<file path="config.mk">
export PLATFORM = sky130hd
export DESIGN_NAME = cs_regblk
export DESIGN_NICKNAME = d
export VERILOG_FILES = /design/src/rtl/cs_regblk_pkg.sv /design/src/rtl/cs_regblk_ctrl.sv /design/src/rtl/cs_regblk_dp.sv /design/src/rtl/cs_regblk.sv
export SDC_FILE = /design/constraint.sdc
export NUM_CORES = 1
export LEC_CHECK = 0
export BUFFER_PORTS_ARGS = -buffer_cell sky130_fd_sc_hd__buf_2
export CAP_MARGIN = 25
export CORE_UTILIZATION = 40
export CTS_BUF_LIST = sky130_fd_sc_hd__clkbuf_8 sky130_fd_sc_hd__clkbuf_16
export DETAILED_ROUTE_END_ITERATION = 10
export GPL_ROUTABILITY_DRIVEN = 0
export HOLD_SLACK_MARGIN = 0.02
export PLACE_DENSITY = 0.86
export SLEW_MARGIN = 15
export SYNTH_ARGS = -nofsm -noshare
export SYNTH_HDL_FRONTEND = slang
export SYNTH_SLANG_ARGS = --single-unit
</file>
<file path="constraint.sdc">
create_clock -name clk -period 1.3 [get_ports clk]
set_input_delay 0.065 -clock clk [delete_from_list [all_inputs] [get_ports clk]]
set_output_delay 0.065 -clock clk [all_outputs]
set_load 0.05 [all_outputs]
</file>
<file path="src/rtl/cs_regblk_pkg.sv">
package cs_regblk_pkg;

  localparam int BUS_W = 32;
  localparam int BE_W = BUS_W / 8;
  localparam int HALF_W = 16;

  // offsets of the two mapped words
  localparam int STAT_OFS = 0;
  localparam int PTR_OFS = 4;

  // event bit positions inside the status half
  localparam int EV_TXDONE = 15;
  localparam int EV_RXFRAME = 14;
  localparam int EV_TXLEFT = 13;
  localparam int EV_RXLEFT = 12;
  localparam int EV_MGMT = 11;
  localparam int EV_SWI = 10;
  localparam int EV_PAUSE = 8;
  localparam logic [HALF_W-1:0] EV_MASK = 16'hFD00;

  // command half layout
  localparam int TXF_LSB = 4;
  localparam int TXF_W = 4;
  localparam int RXF_LSB = 0;
  localparam int RXF_W = 3;
  localparam int MASK_BIT = 8;
  localparam int SWI_BIT = 9;

  typedef enum logic [1:0] {
    RX_IDLE  = 2'd0,
    RX_SUSP  = 2'd1,
    RX_NORES = 2'd2,
    RX_READY = 2'd3
  } rxUnitE;

  // strobes from the write decoder to the register datapath
  typedef struct packed {
    logic [HALF_W-1:0] ackBits;
    logic              txLoad;
    logic [TXF_W-1:0]  txCode;
    logic              rxLoad;
    logic [RXF_W-1:0]  rxCode;
    logic              maskLoad;
    logic              maskVal;
    logic              swiSet;
    logic [BE_W-1:0]   ptrBe;
  } wrStrobeT;

  function automatic logic txCodeOk(input logic [TXF_W-1:0] code);
    return (code < 4'd8) && (code != 4'd3);
  endfunction

  function automatic logic rxCodeOk(input logic [RXF_W-1:0] code);
    return (code != 3'd3) && (code != 3'd5);
  endfunction

  function automatic logic [3:0] rxStateCode(input rxUnitE st, input logic noBd);
    logic [3:0] code;
    case (st)
      RX_IDLE:  code = 4'd0;
      RX_SUSP:  code = 4'd1;
      RX_NORES: code = 4'd2;
      default:  code = 4'd4;
    endcase
    if (noBd && (st != RX_IDLE)) code[3] = 1'b1;
    return code;
  endfunction

endpackage

</file>
<file path="src/rtl/cs_regblk_ctrl.sv">
module cs_regblk_ctrl
  import cs_regblk_pkg::*;
#(
  parameter int ADDR_W = 4,
  parameter int PTR_W = 32
) (
  input  logic              wrEn,
  input  logic [ADDR_W-1:0] wrAddr,
  input  logic [BUS_W-1:0]  wrData,
  input  logic [BE_W-1:0]   wrBe,
  output wrStrobeT          strobe,
  output logic [PTR_W-1:0]  ptrData
);

  localparam logic [ADDR_W-1:0] STAT_A = ADDR_W'(STAT_OFS);
  localparam logic [ADDR_W-1:0] PTR_A = ADDR_W'(PTR_OFS);

  logic hitStat;
  logic hitPtr;
  logic [TXF_W-1:0] txCodeW;
  logic [RXF_W-1:0] rxCodeW;
  logic unusedBits;

  assign hitStat = wrEn && (wrAddr == STAT_A);
  assign hitPtr = wrEn && (wrAddr == PTR_A);
  assign txCodeW = wrData[HALF_W+TXF_LSB +: TXF_W];
  assign rxCodeW = wrData[HALF_W+RXF_LSB +: RXF_W];
  assign ptrData = wrData[PTR_W-1:0];
  assign unusedBits = ^{wrData[7:0], wrData[HALF_W+3], wrData[BUS_W-1:HALF_W+SWI_BIT+1], wrBe[0]};

  always_comb begin
    strobe = '0;
    strobe.txCode = txCodeW;
    strobe.rxCode = rxCodeW;
    strobe.maskVal = wrData[HALF_W+MASK_BIT];
    if (hitStat) begin
      if (wrBe[1]) strobe.ackBits = {wrData[15:8], 8'h00} & EV_MASK;
      if (wrBe[2]) begin
        strobe.txLoad = txCodeOk(txCodeW);
        strobe.rxLoad = rxCodeOk(rxCodeW);
      end
      if (wrBe[3]) begin
        strobe.maskLoad = 1'b1;
        strobe.swiSet = wrData[HALF_W+SWI_BIT];
      end
    end
    if (hitPtr) strobe.ptrBe = wrBe;
  end

endmodule

</file>
<file path="src/rtl/cs_regblk_dp.sv">
module cs_regblk_dp
  import cs_regblk_pkg::*;
#(
  parameter int ADDR_W = 4,
  parameter int PTR_W = 32
) (
  input  logic              clk,
  input  logic              rstN,
  input  wrStrobeT          strobe,
  input  logic [PTR_W-1:0]  ptrWrData,
  input  logic [HALF_W-1:0] evSet,
  input  logic              txAccept,
  input  logic              rxAccept,
  input  logic [1:0]        txState,
  input  logic [1:0]        rxState,
  input  logic              rxNoBufDesc,
  input  logic [ADDR_W-1:0] rdAddr,
  output logic [BUS_W-1:0]  rdData,
  output logic [TXF_W-1:0]  txCmd,
  output logic              txCmdPending,
  output logic [RXF_W-1:0]  rxCmd,
  output logic              rxCmdPending,
  output logic [PTR_W-1:0]  cmdPtr,
  output logic              irq
);

  localparam int PTR_BYTES = PTR_W / 8;
  localparam logic [ADDR_W-1:0] STAT_A = ADDR_W'(STAT_OFS);
  localparam logic [ADDR_W-1:0] PTR_A = ADDR_W'(PTR_OFS);

  logic [HALF_W-1:0] newSet;
  logic [HALF_W-1:0] evReg;
  logic [TXF_W-1:0]  txField;
  logic [RXF_W-1:0]  rxField;
  logic              maskQ;
  logic [PTR_W-1:0]  ptrQ;
  logic [3:0]        rxCodeOut;
  logic [HALF_W-1:0] statusWord;
  logic [HALF_W-1:0] cmdWord;

  assign newSet = (evSet | (strobe.swiSet ? (HALF_W'(1) << EV_SWI) : '0)) & EV_MASK;

  // one latch per implemented event bit, constant zero elsewhere
  for (genvar gi = 0; gi < HALF_W; gi++) begin : g_ev
    if (EV_MASK[gi]) begin : g_live
      logic bitQ;
      always_ff @(posedge clk) begin
        if (!rstN) bitQ <= 1'b0;
        else if (newSet[gi]) bitQ <= 1'b1;
        else if (strobe.ackBits[gi]) bitQ <= 1'b0;
      end
      assign evReg[gi] = bitQ;
    end else begin : g_tie
      assign evReg[gi] = 1'b0;
    end
  end

  always_ff @(posedge clk) begin
    if (!rstN) txField <= '0;
    else if (strobe.txLoad) txField <= strobe.txCode;
    else if (txAccept) txField <= '0;
  end

  always_ff @(posedge clk) begin
    if (!rstN) rxField <= '0;
    else if (strobe.rxLoad) rxField <= strobe.rxCode;
    else if (rxAccept) rxField <= '0;
  end

  always_ff @(posedge clk) begin
    if (!rstN) maskQ <= 1'b1;
    else if (strobe.maskLoad) maskQ <= strobe.maskVal;
  end

  for (genvar gb = 0; gb < PTR_BYTES; gb++) begin : g_ptr
    logic [7:0] byteQ;
    always_ff @(posedge clk) begin
      if (!rstN) byteQ <= '0;
      else if (strobe.ptrBe[gb]) byteQ <= ptrWrData[8*gb +: 8];
    end
    assign ptrQ[8*gb +: 8] = byteQ;
  end

  assign rxCodeOut = rxStateCode(rxUnitE'(rxState), rxNoBufDesc);
  assign statusWord = evReg | {8'h00, txState, rxCodeOut, 2'b00};
  assign cmdWord = {7'b0, maskQ, txField, 1'b0, rxField};

  always_comb begin
    rdData = '0;
    if (rdAddr == STAT_A) rdData = {cmdWord, statusWord};
    else if (rdAddr == PTR_A) rdData = BUS_W'(ptrQ);
  end

  assign txCmd = txField;
  assign rxCmd = rxField;
  assign txCmdPending = |txField;
  assign rxCmdPending = |rxField;
  assign cmdPtr = ptrQ;
  assign irq = (|evReg) & ~maskQ;


  ev_set_chk: assert property (@(posedge clk) disable iff (!rstN)
    (|newSet) |=> ((evReg & $past(newSet)) == $past(newSet)));


  ack_clear_chk: assert property (@(posedge clk) disable iff (!rstN)
    (|(strobe.ackBits & ~newSet)) |=> ((evReg & $past(strobe.ackBits & ~newSet)) == '0));


  irq_raise_chk: assert property (@(posedge clk) disable iff (!rstN)
    ((|newSet) && !maskQ && !strobe.maskLoad) |=> irq);


  tx_code_legal_chk: assert property (@(posedge clk) disable iff (!rstN)
    txCodeOk(txField));


  rx_code_legal_chk: assert property (@(posedge clk) disable iff (!rstN)
    rxCodeOk(rxField));


  tx_accept_clr_chk: assert property (@(posedge clk) disable iff (!rstN)
    (txAccept && !strobe.txLoad) |=> (txCmd == '0));


  rx_accept_clr_chk: assert property (@(posedge clk) disable iff (!rstN)
    (rxAccept && !strobe.rxLoad) |=> (rxCmd == '0));


  accept_when_pending_chk: assert property (@(posedge clk) disable iff (!rstN)
    (txAccept |-> txCmdPending) and (rxAccept |-> rxCmdPending));

endmodule

</file>
<file path="src/rtl/cs_regblk.sv">
module cs_regblk
  import cs_regblk_pkg::*;
#(
  parameter int ADDR_W = 4,
  parameter int PTR_W = 32
) (
  input  logic              clk,
  input  logic              rstN,
  input  logic              wrEn,
  input  logic [ADDR_W-1:0] wrAddr,
  input  logic [31:0]       wrData,
  input  logic [3:0]        wrBe,
  input  logic [ADDR_W-1:0] rdAddr,
  output logic [31:0]       rdData,
  input  logic              txDoneEv,
  input  logic              rxFrameEv,
  input  logic              txLeftActiveEv,
  input  logic              rxLeftReadyEv,
  input  logic              mgmtDoneEv,
  input  logic              pauseEv,
  input  logic [1:0]        txState,
  input  logic [1:0]        rxState,
  input  logic              rxNoBufDesc,
  output logic [3:0]        txCmd,
  output logic              txCmdPending,
  input  logic              txAccept,
  output logic [2:0]        rxCmd,
  output logic              rxCmdPending,
  input  logic              rxAccept,
  output logic [PTR_W-1:0]  cmdPtr,
  output logic              irq
);

  wrStrobeT strobe;
  logic [PTR_W-1:0] ptrData;
  logic [HALF_W-1:0] evSet;

  always_comb begin
    evSet = '0;
    evSet[EV_TXDONE] = txDoneEv;
    evSet[EV_RXFRAME] = rxFrameEv;
    evSet[EV_TXLEFT] = txLeftActiveEv;
    evSet[EV_RXLEFT] = rxLeftReadyEv;
    evSet[EV_MGMT] = mgmtDoneEv;
    evSet[EV_PAUSE] = pauseEv;
  end

  cs_regblk_ctrl #(.ADDR_W(ADDR_W), .PTR_W(PTR_W)) u_ctrl (
    .wrEn(wrEn),
    .wrAddr(wrAddr),
    .wrData(wrData),
    .wrBe(wrBe),
    .strobe(strobe),
    .ptrData(ptrData)
  );

  cs_regblk_dp #(.ADDR_W(ADDR_W), .PTR_W(PTR_W)) u_dp (
    .clk(clk),
    .rstN(rstN),
    .strobe(strobe),
    .ptrWrData(ptrData),
    .evSet(evSet),
    .txAccept(txAccept),
    .rxAccept(rxAccept),
    .txState(txState),
    .rxState(rxState),
    .rxNoBufDesc(rxNoBufDesc),
    .rdAddr(rdAddr),
    .rdData(rdData),
    .txCmd(txCmd),
    .txCmdPending(txCmdPending),
    .rxCmd(rxCmd),
    .rxCmdPending(rxCmdPending),
    .cmdPtr(cmdPtr),
    .irq(irq)
  );

endmodule

</file>
==> impl_results.md, run 1 <==
* Post-synth EDFFs at 0
* Critical path class: flip-flop to primary output
* Final Cycle Share at 1.07
* First-pass detailed-route iteration total at 4
* Asr flop ratio synth at 0
* Clk pin slew, worst setup/hold paths at 80 ps
* Final core occ at 0.627
* TritonCTS clock tree: yes
* Die W at approximately 78 µm
* Area after DPL at 0.00319 mm²
* Worst hold path type: input pin to flip-flop
* Worst setup EP type: primary output
* CTS Sinks at 47
* Clk buf depth at 2
* Initial core utilization at 0.419
* Largest net degree at the start of global routing at between 50 and 60
* Peak VDD IR at roughly 0.5 mV
* Fin area at roughly 0.0035 mm²
* Mean area per synthesized cell at around 8.6 µm²
* Slowest library cell on the worst path: or4_4
* Setup Viol. Count Final at 1
* Per-cell routed wire length at approximately 15 µm
* Worst-Skew Late Latency at 290 ps
* Seq/Total Area, Yosys at 0.405
* Critical Path Start Type: flip-flop
* Antenna Violating Nets Remaining at 0
* Fillers at between 400 and 500
* Area growth, synth to finish at 49.4%
* Final WL at around 7300 µm
* Vias in the first global route at 2432
* Num rows at 27
* CP Buf/Inv Count at 1
* Die height at 78.2 µm
* Iteration-0 DRC Markers at between 100 and 150
* Seq cells post-synth at 47
* Gr usage total at 0.236
* Sequential Power Share at 0.545
* Worst-path fanout max at 2
* Worst hold slack at roughly 26 ps
* Failing checks: setup timing
* Die area at just over 0.006 mm²
* Synth Flop Type: dfxtp_1
* Fin crit period at 1400 ps
* Clock share of power at 0.293
* RSZ-0062 raised after global routing: yes
* Power Density at a little under 800 mW/mm²
* Vias per cell at 5.53
* Layout cells sized above 1 at 0.437
* Slew margin rel. at 0.697
* Critical Path Max Stage Delay at 540 ps
* Final routed DRC violation total at 0
* Initial antenna violation count at 0
* First-pass GRT wire length at about 11000 µm
* Combinational Power Share at 0.163
* Antenna Cells at 0
* Warnings, synthesis at 0
* Fmax at 716 MHz
* Area of the mapped netlist at between 0.002 and 0.0025 mm²
* Core Box Area at around 0.0055 mm²
* Syn Inst Count at 270
* Multi-input logic area at around 0.0014 mm²
* Worst EP arrival at between 1000 and 1500 ps
* I/O Pins at ~130
* Layout Nets at 475
* Number of buffers inserted by port buffering at 133
* Via count at approximately 2700
* Least-Margin Pin Slew at about 450 ps
* CP delay by family, top: simple AND/OR/NAND/NOR gates
* FF/Latch Area at 946 µm²
* Switching Share at 0.263
* Max-Cap Viols at 0
* Status: finished, violations left
* Hold Vio Cnt, Final at 0
* Worst setup margin at -95.9 ps
* Clock root cell: clkbuf_8
* H-tree depth at 2
* Slew Limit Fails at 0
* Detail Placement HPWL at 5260 µm
* Synth Net Count at between 300 and 400
* Post-synthesis cell type count at 31
* P_sw at just over 0.7 mW
* Worst Path Required at about 1200 ps
* Leak at 1.58 nW
* GRT overflow at 0
* Max Clock Skew at 0 ps
* P_int at between 2 and 2.5 mW
* Crit path cell chain: or4_4, buf_8
* Total CTS buffers at 5
power by group through the flow:
| stage | Clock (mW) | Sequential, mW | Combinational, mW |
|---|---|---|---|
| floorplan | 0 | 1.53 | 0.178 |
| global placement | 0 | 1.51 | 0.393 |
| detailed placement | 0 | 1.51 | 0.402 |
| CTS | 0.809 | 1.48 | 0.434 |
| global route | 0.889 | 1.48 | 0.473 |
| finish | 0.795 | 1.48 | 0.442 |
layout make-up:
cell class / count / area share
Tap cell: 72 / 0.0259
Multi-Input combinational cell: 193 / 0.389
Inverter: 7 / 0.00757
Timing Repair Buffer: 161 / 0.284
Sequential cell: 47 / 0.272
Clock buffer: 5 / 0.0198
Clock inverter: 1 / 0.00108
what timing repair did:
| item | in CTS | in global routing |
|---|---|---|
| resized for setup | 12 | 17 |
| endpoints found under the hold margin | 10 | 0 |
| endpoints found under the setup margin | 21 | 26 |
| hold buffers | 10 | 0 |
| gates cloned | 0 | 0 |
| pin swaps | 3 | 1 |
| buffers inserted | 2 | 0 |
path summary, 6_finish.rpt:
| path | slack [ps] | to | start | cells after the start |
|---|---|---|---|---|
| worst max-delay path | -100 | txCmdPending | u_dp.txCmd[0] | 2 |
| worst min-delay path | 30 | u_dp.g_ptr[3].byteQ[6] | wrData[30] | 3 |
| worst max register to register | 450 | u_dp.g_ev[14].g_live.bitQ | u_dp.g_ev[14].g_live.bitQ | 3 |
| worst min register to register | 490 | u_dp.g_ptr[2].byteQ[3] | u_dp.g_ptr[2].byteQ[3] | 2 |
worst min-delay path, stage by stage:
cell and delay (ps):
buf_2 100, nand3_1 50, a21boi_0 60
kinds of logic after synthesis:
family                 Yosys count  share of synthesized area
flip-flops                      47                      0.405
AO/OA/AOI/OAI                  102                      0.306
AND/OR/NAND/NOR                 84                      0.210
multiplexers                     6                     0.0258
XOR/XNOR                         1                    0.00377
buffers and inverters           30                     0.0495
state kept, by name, indices dropped and copies added (netlist names):
signal and flops:
u_dp.g_ev.g_live.bitQ 7, u_dp.rxCmd 3, u_dp.maskQ 1, u_dp.g_ptr.byteQ 32, u_dp.txCmd 4
routing by layer:
layer	global-route usage	part of all wire	routed length, µm
met1	0.273	0.41	3000
met2	0.419	0.49	3630
met3	0.0535	0.068	498
met4	0.0944	0.027	201
met5	0	0	0
stage by stage:
step                std cells  TNS [ps]  worst slack [ps]  total power [mW]
floorplan                 270     -58.4             -58.4              1.71
global placement          468     -1180              -121              1.90
detailed placement        468     -2230              -178              1.91
CTS                       486      -113             -91.1              2.72
global route              486      -184              -118              2.84
finish                    486     -95.9             -95.9              2.72
cells in the final DEF, fill, tap and decap left out, types with 2 or more instances in the layout:
master         instances
or4_4                  2
and2_2                 3
clkbuf_8               5
nor4b_4                2
nand3b_1               6
nand3_1               36
a21boi_1               6
nor4_4                 3
and2_0                 3
dfxtp_1               43
dfxtp_2                4
o21a_1                 6
a21boi_0              27
buf_6                  5
o21ai_0               34
and2_1                 9
a31oi_1                6
a22o_1                11
a32o_2                 2
nand2_1               15
buf_4                 13
mux2i_1                6
buf_12                 2
buf_2                119
dlygate4sd3_1         10
clkbuf_4              11
a22o_2                 6
inv_1                  8
synthesized netlist by cell type (2+ instances only):
cell       n  area, µm²
a21boi_1   6       45.0
and2_0     3       18.8
clkbuf_1  21       78.8
a31oi_1    6       37.5
o21ai_0   35        175
nand3_1   36        180
and2_1    12       75.1
nor4_1     3       18.8
a21boi_0  27        203
mux2i_1    6       60.1
buf_2      2       10.0
nand3b_1   6       45.0
a22o_1    17        149
a32o_1     2       20.0
nand2_1   15       56.3
dfxtp_1   47        941
o21a_1     6       45.0
inv_1      7       26.3
(Power assumes the default switching activity.)
==> inputs of run 2 (changes only) <==
--- a/config.mk
+++ b/config.mk
@@ -5,14 +5,15 @@
 export SDC_FILE = /design/constraint.sdc
 export NUM_CORES = 1
 export LEC_CHECK = 0
+export ABC_AREA = 1
 export BUFFER_PORTS_ARGS = -buffer_cell sky130_fd_sc_hd__buf_2
 export CAP_MARGIN = 25
-export CORE_UTILIZATION = 40
+export CORE_UTILIZATION = 39
 export CTS_BUF_LIST = sky130_fd_sc_hd__clkbuf_8 sky130_fd_sc_hd__clkbuf_16
 export DETAILED_ROUTE_END_ITERATION = 10
 export GPL_ROUTABILITY_DRIVEN = 0
 export HOLD_SLACK_MARGIN = 0.02
-export PLACE_DENSITY = 0.86
+export PLACE_DENSITY = 0.85
 export SLEW_MARGIN = 15
 export SYNTH_ARGS = -nofsm -noshare
 export SYNTH_HDL_FRONTEND = slang
==> impl_results.md, run 2 <==
* Largest Register: u_dp.g_ptr.byteQ (unchanged)
* Register-to-Register Path Depth at 2 (was 3)
* Layout Nets at 501 (was 475)
* Worst-path fanout max at 3 (was 2)
* GRT overflow at 0 (unchanged)
* Clk buf depth at 2 (unchanged)
* Max Clock Skew at 0 ps (unchanged)
* Gr usage total at 0.222 (was 0.236)
* Mean area per synthesized cell at 7.35 µm² (was 8.61 µm²)
* Number of buffers inserted by port buffering at 133 (unchanged)
* Worst hold path type: input pin to flip-flop (unchanged)
* Worst EP arrival at 1220 ps (was 1330 ps)
* Largest register FFs at 32 (unchanged)
* Area of the mapped netlist at 0.00222 mm² (was 0.00232 mm²)
* Vias in the first global route at 2347 (was 2432)
* Per-cell routed wire length at 13.3 µm (was 15.1 µm)
* Vias per cell at 5.01 (was 5.53)
* First-pass detailed-route iteration total at 4 (unchanged)
* Worst R2R End: u_dp.txCmd[3] (was u_dp.g_ev[14].g_live.bitQ)
* Num rows at 27 (unchanged)
* DP Cell Count at 499 (was 468)
* Iteration-0 DRC Markers at 175 (was 117)
* Fmax at 780 MHz (was 716 MHz)
* Synth Net Count at 362 (was 330)
* Synth Area in Compound Gates at 0.257 (was 0.306)
* H-tree depth at 2 (unchanged)
* Antenna Cells at 0 (unchanged)
* Fin crit period at 1280 ps (was 1400 ps)
* Detail Placement HPWL at 5110 µm (was 5260 µm)
* TritonCTS clock tree: yes (unchanged)
* Worst Path Required at 1240 ps (about the same)
* Hold Crit Endpoint: u_dp.g_ev[12].g_live.bitQ (was u_dp.g_ptr[3].byteQ[6])
* Worst-Skew Late Latency at 300 ps (was 290 ps)
* Hold Startpoint: rxLeftReadyEv (was wrData[30])
* FF/Latch Area at 943 µm² (was 946 µm²)
* XOR/XNOR share of the synthesized area at 0 (was 0.00377)
* Post-CTS setup buffers at 0 (was 2)
* Peak VDD IR at 0.515 mV (was 0.500 mV)
* Final Cycle Share at 0.986 (was 1.07)
* Setup Viol. Count Final at 0 (was 1)
* Count leader, synth: inv_1 (was dfxtp_1)
* Status: finished, final reports clean (was finished, violations left)
* Final routed DRC violation total at 0 (unchanged)
* Total CTS buffers at 5 (unchanged)
* Post-synthesis cell type count at 25 (was 31)
* Initial core utilization at 0.403 (was 0.419)
* Slew margin rel. at 0.784 (was 0.697)
* Antenna Violating Nets Remaining at 0 (unchanged)
* Fin area at 0.00334 mm² (was 0.00347 mm²)
* Seq cells post-synth at 47 (unchanged)
* Top cells by count, synth: 58 x inv_1, 47 x dfxtp_1, 45 x a21oi_1 (was 47 x dfxtp_1, 36 x nand3_1, 35 x o21ai_0)
* Post-synth EDFFs at 0 (unchanged)
* Via count at 2570 (was 2690)
* Hold Vio Cnt, Final at 0 (unchanged)
* Reg2reg setup slack at 530 ps (was 450 ps)
* Worst hold path depth at 3 (unchanged)
* Worst setup margin at 17.8 ps (was -95.9 ps)
* Multi-input logic area at 0.00117 mm² (was 0.00135 mm²)
* Power Density at 849 mW/mm² (was 782 mW/mm²)
* Synth top area share at 0.424 (was 0.405)
* Worst setup EP type: primary output (unchanged)
* Mux cell area share after synthesis at 0 (was 0.0258)
* Most frequent cells in the layout: 122 x buf_2, 58 x inv_1, 45 x a21oi_1, 45 x dfxtp_1, 33 x o21ai_0 (was 119 x buf_2, 43 x dfxtp_1, 36 x nand3_1)
* GRT met3 Usage at 0.0529 (was 0.0535)
* Warnings, synthesis at 0 (unchanged)
* I/O Pins at 134 (unchanged)
* Syn Inst Count at 302 (was 270)
* Area growth, synth to finish at 50.6% (was 49.4%)
* Worst R2R Start: u_dp.txCmd[3] (was u_dp.g_ev[14].g_live.bitQ)
* Pre-CTS setup slack at 88.6 ps (was -178 ps)
* Max-Cap Viols at 0 (unchanged)
* Layout cells sized above 1 at 0.440 (was 0.437)
* Leading area contributor after synthesis: dfxtp_1 (unchanged)
* Clk pin slew, worst setup/hold paths at 90 ps (was 80 ps)
* Seq/Total Area, Yosys at 0.424 (was 0.405)
* CTS Sinks at 47 (unchanged)
* Critical Path Start Type: flip-flop (unchanged)
* Final WL at 6850 µm (was 7330 µm)
* Post-synthesis simple-gate area fraction at 0.182 (was 0.210)
* Clock root cell: clkbuf_8 (unchanged)
* Core Box Area at 0.00551 mm² (was 0.00554 mm²)
* Met2 usage at 0.388 (was 0.419)
* Final Non-Filler Cells at 513 (was 486)
* Die W at 77.4 µm (was 78.2 µm)
* Most common cell after layout, fill and taps aside: buf_2 (unchanged)
* Met1 Use GR at 0.271 (was 0.273)
* Die area at 0.00599 mm² (was 0.00612 mm²)
* Initial antenna violation count at 0 (unchanged)
* Critical path class: flip-flop to primary output (unchanged)
* Largest net degree at the start of global routing at 26 (was 54)
* Fillers at 503 (was 466)
* Synth Flop Type: dfxtp_1 (unchanged)
* Largest family of logic cells by synthesized area: compound AO/OA/AOI/OAI gates (unchanged)
* First-pass GRT wire length at 10700 µm (was 11400 µm)
* Asr flop ratio synth at 0 (unchanged)
* Least-Margin Pin Slew at 324 ps (was 454 ps)
* Synth Area in Adders at 0 (unchanged)
* Area after DPL at 0.00314 mm² (was 0.00319 mm²)
* Slew Limit Fails at 0 (unchanged)
* Leak at 1.56 nW (was 1.58 nW)
* Top Usage Layer GRT: met2 (unchanged)
* RSZ-0062 raised after global routing: yes (unchanged)
* Synth area leaders: dfxtp_1 42%, a21oi_1 10%, inv_1 9.8% (was dfxtp_1 40%, a21boi_0 8.7%, nand3_1 7.8%)
* Setup TNS at 0 ps (was -95.9 ps)
* Overall power at 2.84 mW (was 2.72 mW)
* Die height at 77.4 µm (was 78.2 µm)
[run 2: power by group]
group | leakage (nW) | internal [mW] | total (mW) | switching [mW]
combinational | 1.13 | 0.161 | 0.436 | 0.276
clock | 0.0470 | 0.419 | 0.909 | 0.491
sequential | 0.382 | 1.47 | 1.49 | 0.0231
[run 2: worst max-delay path: stages, from the launching register on]
cell     delay (ps)
dfxtp_2         350
nor4_4          270
a21oi_1         100
buf_4           190
[run 2: metal layers]
| metal | wire (µm) | part of all wire | up-vias |
|---|---|---|---|
| li1 | - | - | 1279 |
| met1 | 2880 | 0.42 | 1187 |
| met2 | 3510 | 0.51 | 100 |
| met3 | 419 | 0.061 | 4 |
| met4 | 36 | 0.0053 | 0 |
| met5 | 0 | 0 | - |
[run 2: repair_timing]
action,CTS,global route
pin swaps,0,2
hold buffers,7,0
hold endpoints to repair,7,0
resized for setup,2,14
endpoints found under the setup margin,1,12
[run 2: cell type report]
| cell class | instances | area share |
|---|---|---|
| Inverter | 58 | 0.0651 |
| Timing Repair Buffer | 147 | 0.249 |
| Tap cell | 72 | 0.0270 |
| Multi-Input combinational cell | 182 | 0.350 |
| Clock buffer | 6 | 0.0247 |
| Sequential cell | 47 | 0.282 |
| Clock inverter | 1 | 0.00150 |
[run 2: metrics by stage]
stage / utilization / hold WS, ps
2_1_floorplan: - / 144
3_3_place_gp: 0.569 / 260
3_5_place_dp: 0.569 / 259
4_1_cts: 0.600 / 24.0
5_1_grt: 0.607 / 30.5
6_report: 0.607 / 26.0
[run 2: kinds of logic (layout without fill, tap and decap cells)]
| family | after synthesis | after routing |
|---|---|---|
| AND/OR/NAND/NOR | 74 | 74 |
| buffers and inverters | 73 | 212 |
| flip-flops | 47 | 47 |
| AO/OA/AOI/OAI | 108 | 108 |
[run 2: worst max path at each step]
stage	startpoint	end	slack, ps	cells after the start
floorplan	u_dp.g_ptr[1].byteQ[0]	rdData[8]	-250	2
global placement	rdAddr[1]	rdData[8]	130	6
detailed placement	rdAddr[1]	rdData[13]	90	6
CTS	u_dp.txCmd[1]	rdData[21]	10	3
global route	u_dp.g_ev[14].g_live.bitQ	irq	-70	3
finish	u_dp.g_ev[14].g_live.bitQ	irq	20	3
==> inputs of run 3 (changes only) <==
--- a/config.mk
+++ b/config.mk
@@ -9,7 +9,7 @@
 export BUFFER_PORTS_ARGS = -buffer_cell sky130_fd_sc_hd__buf_2
 export CAP_MARGIN = 25
 export CORE_UTILIZATION = 39
-export CTS_BUF_LIST = sky130_fd_sc_hd__clkbuf_8 sky130_fd_sc_hd__clkbuf_16
+export CTS_BUF_LIST = sky130_fd_sc_hd__clkbuf_16
 export DETAILED_ROUTE_END_ITERATION = 10
 export GPL_ROUTABILITY_DRIVEN = 0
 export HOLD_SLACK_MARGIN = 0.02
==> impl_results.md, run 3 (synthesis gave the netlist of run 2 again) <==
* RSZ-0062 raised after global routing: yes (unchanged)
* Per-cell routed wire length at 13.2 µm (was 13.3 µm)
* Largest register FFs at 32 (unchanged)
* Slew margin rel. at 0.785 (was 0.784)
* Layout Nets at 498 (was 501)
* Worst Path Required at 1240 ps (about the same)
* I/O Pins at 134 (unchanged)
* TritonCTS clock tree: yes (unchanged)
* Die height at 77.4 µm (unchanged)
* Max Clock Skew at 0 ps (unchanged)
* Iteration-0 DRC Markers at 181 (was 175)
* CTS Sinks at 47 (unchanged)
* Setup TNS at 0 ps (unchanged)
* Leak at 1.57 nW (was 1.56 nW)
* Antenna Violating Nets Remaining at 0 (unchanged)
* Detail Placement HPWL at 5110 µm (unchanged)
* Die area at 0.00599 mm² (unchanged)
* Worst setup EP type: primary output (unchanged)
* Most frequent cells in the layout: 124 x buf_2, 58 x inv_1, 46 x dfxtp_1 (was 122 x buf_2, 58 x inv_1, 45 x a21oi_1, 45 x dfxtp_1, 33 x o21ai_0)
* Critical Path Max Stage Delay at 340 ps (was 350 ps)
* Pre-CTS setup slack at 88.6 ps (unchanged)
* Fin crit period at 1240 ps (was 1280 ps)
* Post-CTS setup buffers at 0 (unchanged)
* Largest Register: u_dp.g_ptr.byteQ (unchanged)
* Worst setup margin at 57.1 ps (was 17.8 ps)
* Met1 Use GR at 0.266 (was 0.271)
* Die W at 77.4 µm (unchanged)
* Top Usage Layer GRT: met2 (unchanged)
* Clk buf depth at 2 (unchanged)
* Worst-path fanout max at 3 (unchanged)
* Least-Margin Pin Slew at 322 ps (was 324 ps)
* Final routed DRC violation total at 0 (unchanged)
* GRT overflow at 0 (unchanged)
* Core Box Area at 0.00551 mm² (unchanged)
* Largest net degree at the start of global routing at 26 (unchanged)
* Met2 usage at 0.382 (was 0.388)
* Number of buffers inserted by port buffering at 133 (unchanged)
* Via count at 2551 (was 2570)
* Gr usage total at 0.217 (was 0.222)
* Status: finished, final reports clean (unchanged)
* Worst-Skew Late Latency at 280 ps (was 300 ps)
* Final WL at 6740 µm (was 6850 µm)
* Hold Vio Cnt, Final at 0 (unchanged)
* Final Cycle Share at 0.956 (was 0.986)
* Fillers at 509 (was 503)
* Clk pin slew, worst setup/hold paths at 60 ps (was 90 ps)
* Clock root cell: clkbuf_16 (was clkbuf_8)
* Fmax at 805 MHz (was 780 MHz)
* GRT met3 Usage at 0.0506 (was 0.0529)
* Total CTS buffers at 5 (unchanged)
* Peak VDD IR at 0.558 mV (was 0.515 mV)
* Crit path cell chain: nor4_4, a21oi_1, buf_4 (unchanged)
* Slowest library cell on the worst path: dfxtp_2 (unchanged)
* Power Density at 933 mW/mm² (was 849 mW/mm²)
* CP delay by family, top: flip-flops (unchanged)
* Initial antenna violation count at 0 (unchanged)
* Worst hold path type: input pin to flip-flop (unchanged)
* Setup Viol. Count Final at 0 (unchanged)
* Critical path class: flip-flop to primary output (unchanged)
* Slew Limit Fails at 0 (unchanged)
* H-tree depth at 2 (unchanged)
* Vias in the first global route at 2281 (was 2347)
* Max-Cap Viols at 0 (unchanged)
* Critical Path Start Type: flip-flop (unchanged)
* First-pass GRT wire length at 10500 µm (was 10700 µm)
* First-pass detailed-route iteration total at 4 (unchanged)
* CP Buf/Inv Count at 1 (unchanged)
* Antenna Cells at 0 (unchanged)
* Initial core utilization at 0.403 (unchanged)
* Layout cells sized above 1 at 0.438 (was 0.440)
* Num rows at 27 (unchanged)
* Most common cell after layout, fill and taps aside: buf_2 (unchanged)
* Worst EP arrival at 1180 ps (was 1220 ps)
* Area growth, synth to finish at 51.1% (was 50.6%)
* Vias per cell at 5.00 (was 5.01)
* Overall power at 3.13 mW (was 2.84 mW)
## run 3: cell types whose count changed in the layout (fill, tap and decap cells not counted)
cell           before  now
clkbuf_8            6    0
dfxtp_2             2    1
clkbuf_4           10    8
clkinv_1            0    1
dfxtp_1            45   46
clkbuf_16           0    5
buf_2             122  124
dlygate4sd3_1       7    4
## run 3: per-stage QoR
stage | util | hold slack (ps) | instance area [µm²] | cells
global placement | 0.569 | 260 | 3140 | 499
floorplan | - | 144 | 2400 | 302
CTS | 0.601 | 24.9 | 3310 | 510
finish | 0.609 | 26.3 | 3350 | 510
global route | 0.609 | 35.0 | 3350 | 510
detailed placement | 0.569 | 259 | 3140 | 499
## run 3: path summary, 6_finish.rpt
path | from | end | slack [ps] | cells past startpoint
worst max register to register | u_dp.txCmd[3] | u_dp.txCmd[3] | 540 | 2
worst min-delay path | rxFrameEv | u_dp.g_ev[14].g_live.bitQ | 30 | 3
worst max-delay path | u_dp.g_ev[14].g_live.bitQ | irq | 60 | 3
worst min register to register | u_dp.g_ptr[1].byteQ[0] | u_dp.g_ptr[1].byteQ[0] | 480 | 2
## run 3: routing by layer
metal / part of all wire / vias to the layer above
li1: - / 1274
met1: 0.43 / 1162
met2: 0.50 / 105
met3: 0.063 / 10
met4: 0.0079 / 0
met5: 0 / -
## run 3: where the power goes
group	internal, mW	switching (mW)	total [mW]	leakage, nW
clock network	0.692	0.515	1.21	0.0671
registers	1.47	0.0219	1.49	0.381
logic	0.155	0.274	0.429	1.12
## run 3: layout make-up
cell class,count,area (µm²),area share
well taps,72,90.1,0.0269
clock buffers,5,125,0.0373
clock inverters,2,8.76,0.00261
repair buffers,144,797,0.238
flip-flops and latches,47,942,0.281
multi-input cells,182,1170,0.349
inverters,58,218,0.0649
## run 3: what timing repair did
| action | CTS | global route |
|---|---|---|
| hold buffers | 4 | 0 |
| setup endpoints to repair | 0 | 7 |
| resized for setup | 0 | 14 |
| endpoints found under the hold margin | 4 | 0 |
## run 3: worst min-delay path: stages
cell	delay, ps
buf_2	100
inv_1	50
a21oi_1	60
